--- config.mk ---
export PLATFORM = sky130hd
export DESIGN_NAME = opnd_fwd
export DESIGN_NICKNAME = d
export VERILOG_FILES = /design/src/rtl/opnd_fwd_pkg.sv /design/src/rtl/opnd_fwd_ctrl.sv /design/src/rtl/opnd_fwd_regfile.sv /design/src/rtl/opnd_fwd.sv
export SDC_FILE = /design/constraint.sdc
export NUM_CORES = 2
export LEC_CHECK = 0
export BUFFER_PORTS_ARGS = -buffer_cell sky130_fd_sc_hd__buf_2
export CAP_MARGIN = 5
export CORE_MARGIN = 4
export CORE_UTILIZATION = 55
export DETAILED_ROUTE_END_ITERATION = 10
export PLACE_DENSITY_LB_ADDON = 0.15
export SKIP_CTS_REPAIR_TIMING = 1
export SYNTH_ARGS = -nofsm -noshare
export SYNTH_HDL_FRONTEND = slang
export SYNTH_HIERARCHICAL = 1
export SYNTH_SLANG_ARGS = --single-unit
--- constraint.sdc ---
create_clock -name clk -period 4 [get_ports clk]
set_input_delay 0.8 -clock clk [delete_from_list [all_inputs] [get_ports clk]]
set_output_delay 0.8 -clock clk [all_outputs]
set_load 0.02 [all_outputs]
--- src/rtl/opnd_fwd_pkg.sv ---
package opnd_fwd_pkg;
  parameter int DATA_W    = 32;
  parameter int REG_COUNT = 32;
  parameter int ADDR_W    = $clog2(REG_COUNT);
  parameter int NUM_OPS   = 2;

  typedef enum logic [1:0] {
    SEL_FILE = 2'b00,
    SEL_WB   = 2'b01,
    SEL_MEM  = 2'b10
  } fwdSel_e;

  typedef struct packed {
    logic              wrEn;
    logic [ADDR_W-1:0] wrAddr;
  } rfStrobe_t;
endpackage

--- src/rtl/opnd_fwd_ctrl.sv ---
module opnd_fwd_ctrl
  import opnd_fwd_pkg::*;
(
  input  logic [NUM_OPS-1:0][ADDR_W-1:0] srcIdx,
  input  logic [ADDR_W-1:0]              memRd,
  input  logic                           memRegWrite,
  input  logic [ADDR_W-1:0]              wbRd,
  input  logic                           wbRegWrite,
  output logic [NUM_OPS-1:0][1:0]        opSel,
  output rfStrobe_t                      rfStb
);
  logic memLive;
  logic wbLive;

  assign memLive = memRegWrite && (memRd != '0);
  assign wbLive  = wbRegWrite && (wbRd != '0);

  assign rfStb.wrEn   = wbLive;
  assign rfStb.wrAddr = wbRd;

  for (genvar g = 0; g < NUM_OPS; g++) begin : gOp
    logic memHit;
    logic wbHit;
    fwdSel_e pick;
    assign memHit = memLive && (memRd == srcIdx[g]);
    assign wbHit  = wbLive && (wbRd == srcIdx[g]);
    always_comb begin
      if (memHit)     pick = SEL_MEM;
      else if (wbHit) pick = SEL_WB;
      else            pick = SEL_FILE;
    end
    assign opSel[g] = pick;
  end
endmodule

--- src/rtl/opnd_fwd_regfile.sv ---
module opnd_fwd_regfile
  import opnd_fwd_pkg::*;
#(
  parameter int NUM_RD = 2
) (
  input  logic                           clk,
  input  logic                           rstN,
  input  rfStrobe_t                      rfStb,
  input  logic [DATA_W-1:0]              wrData,
  input  logic [NUM_RD-1:0][ADDR_W-1:0]  rdIdx,
  output logic [NUM_RD-1:0][DATA_W-1:0]  rdVal
);
  logic [DATA_W-1:0] regs [REG_COUNT];

  always_ff @(posedge clk or negedge rstN) begin
    if (!rstN) begin
      for (int i = 0; i < REG_COUNT; i++) regs[i] <= '0;
    end else if (rfStb.wrEn && (rfStb.wrAddr != '0)) begin
      regs[rfStb.wrAddr] <= wrData;
    end
  end

  for (genvar p = 0; p < NUM_RD; p++) begin : gRd
    always_comb begin
      if (rdIdx[p] == '0)
        rdVal[p] = '0;
      else if (rfStb.wrEn && (rfStb.wrAddr == rdIdx[p]))
        rdVal[p] = wrData;
      else
        rdVal[p] = regs[rdIdx[p]];
    end
  end
endmodule

--- src/rtl/opnd_fwd.sv ---
module opnd_fwd
  import opnd_fwd_pkg::*;
(
  input  logic              clk,
  input  logic              rstN,
  input  logic [ADDR_W-1:0] exRs,
  input  logic [ADDR_W-1:0] exRt,
  input  logic [ADDR_W-1:0] memRd,
  input  logic              memRegWrite,
  input  logic [ADDR_W-1:0] wbRd,
  input  logic              wbRegWrite,
  input  logic [DATA_W-1:0] wbData,
  output logic [1:0]        selA,
  output logic [1:0]        selB,
  input  logic [ADDR_W-1:0] rdAddrA,
  input  logic [ADDR_W-1:0] rdAddrB,
  output logic [DATA_W-1:0] rdDataA,
  output logic [DATA_W-1:0] rdDataB
);
  logic [NUM_OPS-1:0][ADDR_W-1:0] srcIdx;
  logic [NUM_OPS-1:0][1:0]        opSel;
  logic [1:0][ADDR_W-1:0]         rdIdx;
  logic [1:0][DATA_W-1:0]         rdVal;
  rfStrobe_t                      rfStb;

  assign srcIdx = {exRt, exRs};
  assign selA   = opSel[0];
  assign selB   = opSel[1];
  assign rdIdx  = {rdAddrB, rdAddrA};
  assign rdDataA = rdVal[0];
  assign rdDataB = rdVal[1];

  opnd_fwd_ctrl uCtrl (
    .srcIdx      (srcIdx),
    .memRd       (memRd),
    .memRegWrite (memRegWrite),
    .wbRd        (wbRd),
    .wbRegWrite  (wbRegWrite),
    .opSel       (opSel),
    .rfStb       (rfStb)
  );

  opnd_fwd_regfile #(.NUM_RD(2)) uRf (
    .clk    (clk),
    .rstN   (rstN),
    .rfStb  (rfStb),
    .wrData (wbData),
    .rdIdx  (rdIdx),
    .rdVal  (rdVal)
  );
endmodule

# == Yosys cells after proc, flatten, opt, wreduce, memory -nomap -nowiden ==
# Cells that the tools add are included.
# word_totals
out_inout_bits,68
reg_bits,1024
input_bits,66
elab_cells,76
# classes
bitwise_logic,3
mux,17
n_eq_ne,6
n_lt_le_gt_ge,4
reduce_logical,14
# ops
op,n
1024-bit bitwise mux,1
32-bit binary-select mux with 5-bit select,2
32-bit 2-to-1 mux,9
32-bit demux with 5-bit select,1
5-bit equality test,6
6-bit greater-or-equal comparator (second input constant),3
5-bit NOT with 6-bit output,3
1-bit logical AND,10
5-bit zero test,2
5-bit nonzero test,2
6-bit by 1-bit < comparator with 1-bit output (second input constant),1
2-bit 2-to-1 mux,2
1-bit 2-to-1 mux,2

# == Depth between registers and ports, before layout ==
# logic_depth
depth_word,6
mapped_depth,11

# == Modules after synthesis ==
# Netlist, hierarchy kept.
# by_module_without_submodules
mod,seq_area_each_um2,instances,area_per_inst_um2,cells_each
opnd_fwd_regfile,25624.6,1,55025.3,3872
opnd_fwd_ctrl,0.0,1,330.3,43

# == Worst setup path before layout ==
# Ideal clock, no wire load.
# synth_timing
path_type,input-to-output
startpoint,input port wbRd[1]
endpoint,output port rdDataA[27]
stages,10
t_arrival_ns,3.004
path_buffers,3
path_slack_ns,0.196
cell_sequence,or4_1 o21ai_0 inv_1 buf_4 clkbuf_1 nand2_1 or2_1 clkbuf_1 o21ai_0 a31oi_1
# synth_via
elab_chain_cells,5
# synth_lines
element,line_no,rtl
start: declaration,opnd_fwd.sv:10,"input logic [ADDR_W-1:0] wbRd,"
5-bit nonzero test,opnd_fwd_ctrl.sv:16,assign wbLive = wbRegWrite && (wbRd != '0);
1-bit logical AND,opnd_fwd_ctrl.sv:16,
net uCtrl.wbLive,opnd_fwd_ctrl.sv:13,logic wbLive;
1-bit logical AND,opnd_fwd_regfile.sv:27,else if (rfStb.wrEn && (rfStb.wrAddr == rdIdx[p]))
32-bit 2-to-1 mux,opnd_fwd_regfile.sv:27,
32-bit 2-to-1 mux,opnd_fwd_regfile.sv:25,if (rdIdx[p] == '0)
end: declaration,opnd_fwd.sv:17,"output logic [DATA_W-1:0] rdDataA,"
# The timed path passes the listed nets, and every way through them passes these cells.

# == Final worst setup path ==
# layout_timing
startpoint,input port rdAddrA[2]
endpoint,output port rdDataA[30]
# layout_via
elab_chain_cells,6
# layout_lines
element,line_no,rtl
start: declaration,opnd_fwd.sv:15,"input logic [ADDR_W-1:0] rdAddrA,"
5-bit NOT with 6-bit output (implied by the code),opnd_fwd_regfile.sv:30,rdVal[p] = regs[rdIdx[p]];
32-bit binary-select mux with 5-bit select,opnd_fwd_regfile.sv:30,
32-bit 2-to-1 mux (implied by the code) (2 in series),opnd_fwd_regfile.sv:30,
32-bit 2-to-1 mux,opnd_fwd_regfile.sv:27,
32-bit 2-to-1 mux *,opnd_fwd_regfile.sv:25,
# Mark *: on every way between the ends. The rest lies on a longest branch, timed or not. The select of a mux whose other input is x is not followed.

==> metrics.md <==
| Metric | Value |
|---|---|
| Starting density of the core | `0.554` |
| Sequential area share after synthesis | `0.463` |
| Area occupied by multi-input gates | `between 20000 and 30000 um2` |
| Average wire per standard cell | `37.0 um` |
| Final Hold Vio Count | `0` |
| Seq. cell area | `about 26000 um2` |
| Synth Warn # | `6` |
| Post-Syn Nets | `3981` |
| Worst Hold Class | `in2async` |
| Top-area cell type share of the netlist area | `0.463` |
| Worst EP required | `about 3.2 ns` |
| DP Cell Count | `around 5200` |
| Final Skew | `0 ns` |
| Num Clock Sinks | `between 1000 and 1500` |
| Root Buffer | `clkbuf_16` |
| Worst-path cell chain | `buf_4, buf_4, mux4_2, o21ai_0, o21ai_0, o221a_2, buf_2` |
| Non-filler cells, final | `5391` |
| Max-cap violation count | `0` |
| Fill cell count | `7390` |
| Die area | `approximately 110000 um2` |
| Die height | `325 um` |
| Level count of the clock H-tree | `3` |
| Critical path launch point type | `input port` |
| Slowest stage delay, CP | `around 0.6 ns` |
| Remaining DRCs | `0` |
| Worst-case hold slack | `about 0.17 ns` |
| Final WL | `199000 um` |
| Core ar. | `between 100000 and 150000 um2` |
| GP Congestion | `0.937` |
| Latest clock arrival within the worst-skew pair | `0.70 ns` |
| Post-Syn Area | `roughly 55000 um2` |
| Cell Pwr Density | `~500 nW/um2` |
| Final Setup Violations | `0` |
| Met1 usage | `0.496` |
| Pin count of the biggest net entering global routing | `89` |
| Setup Crit Path Kind | `in2out` |
| Nets@finish | `roughly 4100` |
| Iter 0 DRT Violations | `between 4000 and 5000` |
| Rel. slew slack | `0.323` |
| Yosys reg bits | `roughly 1000` |
| F_max | `about 0.25 GHz` |
| Synth Flop Type | `dfrtp_1` |
| GRT met2 Usage | `0.553` |
| Slowest cell on the critical path | `o21ai_0` |
| GRT Max-Usage Layer | `met2` |
| Area growth syn-to-layout | `13.4%` |
| Row cnt | `approximately 120` |
| IO Pins | `between 100 and 150` |
| Crit path DAT | `3.13 ns` |
| Vias in the first global route | `a little over 40000` |
| CTS max path bufs | `3` |
| Crit-path max FO | `25` |
| Num CTS Buffers | `between 100 and 150` |
| CTS tree | `done` |
| Number of enable flip-flop cells after synthesis | `0` |
| Commonest non-fill, non-tap cells in the layout | `dfrtp_1 (1024), mux2_2 (986), mux2i_1 (371), mux4_2 (348), buf_4 (203)` |
| All-layer global routing usage | `0.373` |
| Most common cell after layout, fill and taps aside | `dfrtp_1` |
| Routed via count | `39400` |
| Avg Cell Area, Syn | `14.1 um2` |
| Vias per cell | `7.31` |
| Area contributors post-synth | `dfrtp_1 (46%), mux2_2 (20%), mux4_2 (14%)` |
| Met3 Use GR | `0.114` |
| Max VDD drop | `~0.00036 V` |
| Tmin final | `3.93 ns` |
| Proportion of layout cells with a drive suffix above 1 | `0.489` |
| Crit path max-delay family | `compound AO/OA/AOI/OAI gates` |
| DRT Pass-1 Iters | `6` |
| Async S/R FF share, synth | `1.00` |
| Largest Register | `uRf/regs` |
| Slew @ Worst Pin | `between 1 and 1.5 ns` |
| Biggest regs | `uRf/regs x1024` |
| Post-DP HPWL | `127000 um` |
| Initial antenna violation count | `11` |
| Total global routing overflow | `0` |
| Status | `complete, no violations` |
| Routed Antenna Nets | `0` |
| First-pass GRT wire length | `between 200000 and 300000 um` |
| CP Capture Type | `primary output` |
| Die W | `roughly 330 um` |
| Slew Limit Fails | `0` |
| Synth cell types | `61` |
| Area leader, netlist | `dfrtp_1` |
| Buffers on Ports | `133` |
| Crit share post-route | `0.982` |
| Clk pin slew, worst setup/hold paths | `0.06 ns` |
| Gate count after technology mapping | `3915` |
| Leak | `around 0.028 uW` |
| WP buf/inv | `3` |
| Setup total negative slack | `0 ns` |
| Max reg flops | `between 1000 and 1500` |
==> logic make-up after synthesis <==
logic type,synth area share
buffers and inverters,0.0404
xor gates and xnor gates,0.00475
AOI/OAI and AO/OA,0.0609
and+or+nand+nor,0.0202
muxes,0.411
DFF,0.463
==> power by group <==
part           leakage [uW]  switching, uW  internal (uW)
sequential           0.0132           1550          12300
clock               0.00186           4260           6230
combinational        0.0129           3040           3670
==> cells in the mapped netlist (all sizes together), types with 32 or more instances <==
cell    number
o22ai       39
mux2       994
a21oi       47
clkbuf     226
buf        229
o221ai      35
a22oi      137
mux4       348
nand2       93
a211oi      32
o21ai       61
mux2i      371
dfrtp     1024
a32o        32
==> routing by layer <==
metal | vias up | part of all wire
li1 | 15300 | -
met1 | 20900 | 0.38
met2 | 2605 | 0.44
met3 | 641 | 0.11
met4 | 10 | 0.063
met5 | - | 0.00066
==> per-stage QoR <==
| stage | worst slack, ns | utilization | power (uW) | instance area, um2 |
|---|---|---|---|---|
| floorplan | 0.196 | - | 18100 | 55400 |
| global placement | -0.0482 | 0.589 | 20100 | 58900 |
| detailed placement | -0.0788 | 0.589 | 20600 | 58900 |
| CTS | -0.0858 | 0.627 | 31000 | 62700 |
| global route | -0.0275 | 0.628 | 32200 | 62800 |
| finish | 0.0733 | 0.628 | 31100 | 62800 |
==> final cells by class <==
class                           instances  share of cell area
Multi-Input combinational cell       2434               0.442
Antenna cell                            5            0.000199
Timing Repair Buffer                  422              0.0637
Clock inverter                         31             0.00560
Sequential cell                      1024               0.408
Clock buffer                          174              0.0540
Inverter                                3            0.000179
Tap cell                             1298              0.0259
==> final timing paths <==
| check | to | start | slack (ns) | cells after the start |
|---|---|---|---|---|
| min | uRf/regs[502] | rstN | 0.17 | 1 |
| max in group asynchronous | uRf/regs[431] | rstN | 2.55 | 2 |
| max reg2reg | uRf/regs[97] | uRf/regs[97] | 3.16 | 1 |
| min in group clk | uRf/regs[1020] | uRf/regs[1020] | 0.39 | 0 |
| max | rdDataA[30] | rdAddrA[2] | 0.07 | 7 |
| min reg2reg | uRf/regs[1020] | uRf/regs[1020] | 0.39 | 0 |
(Power assumes the default switching activity.)
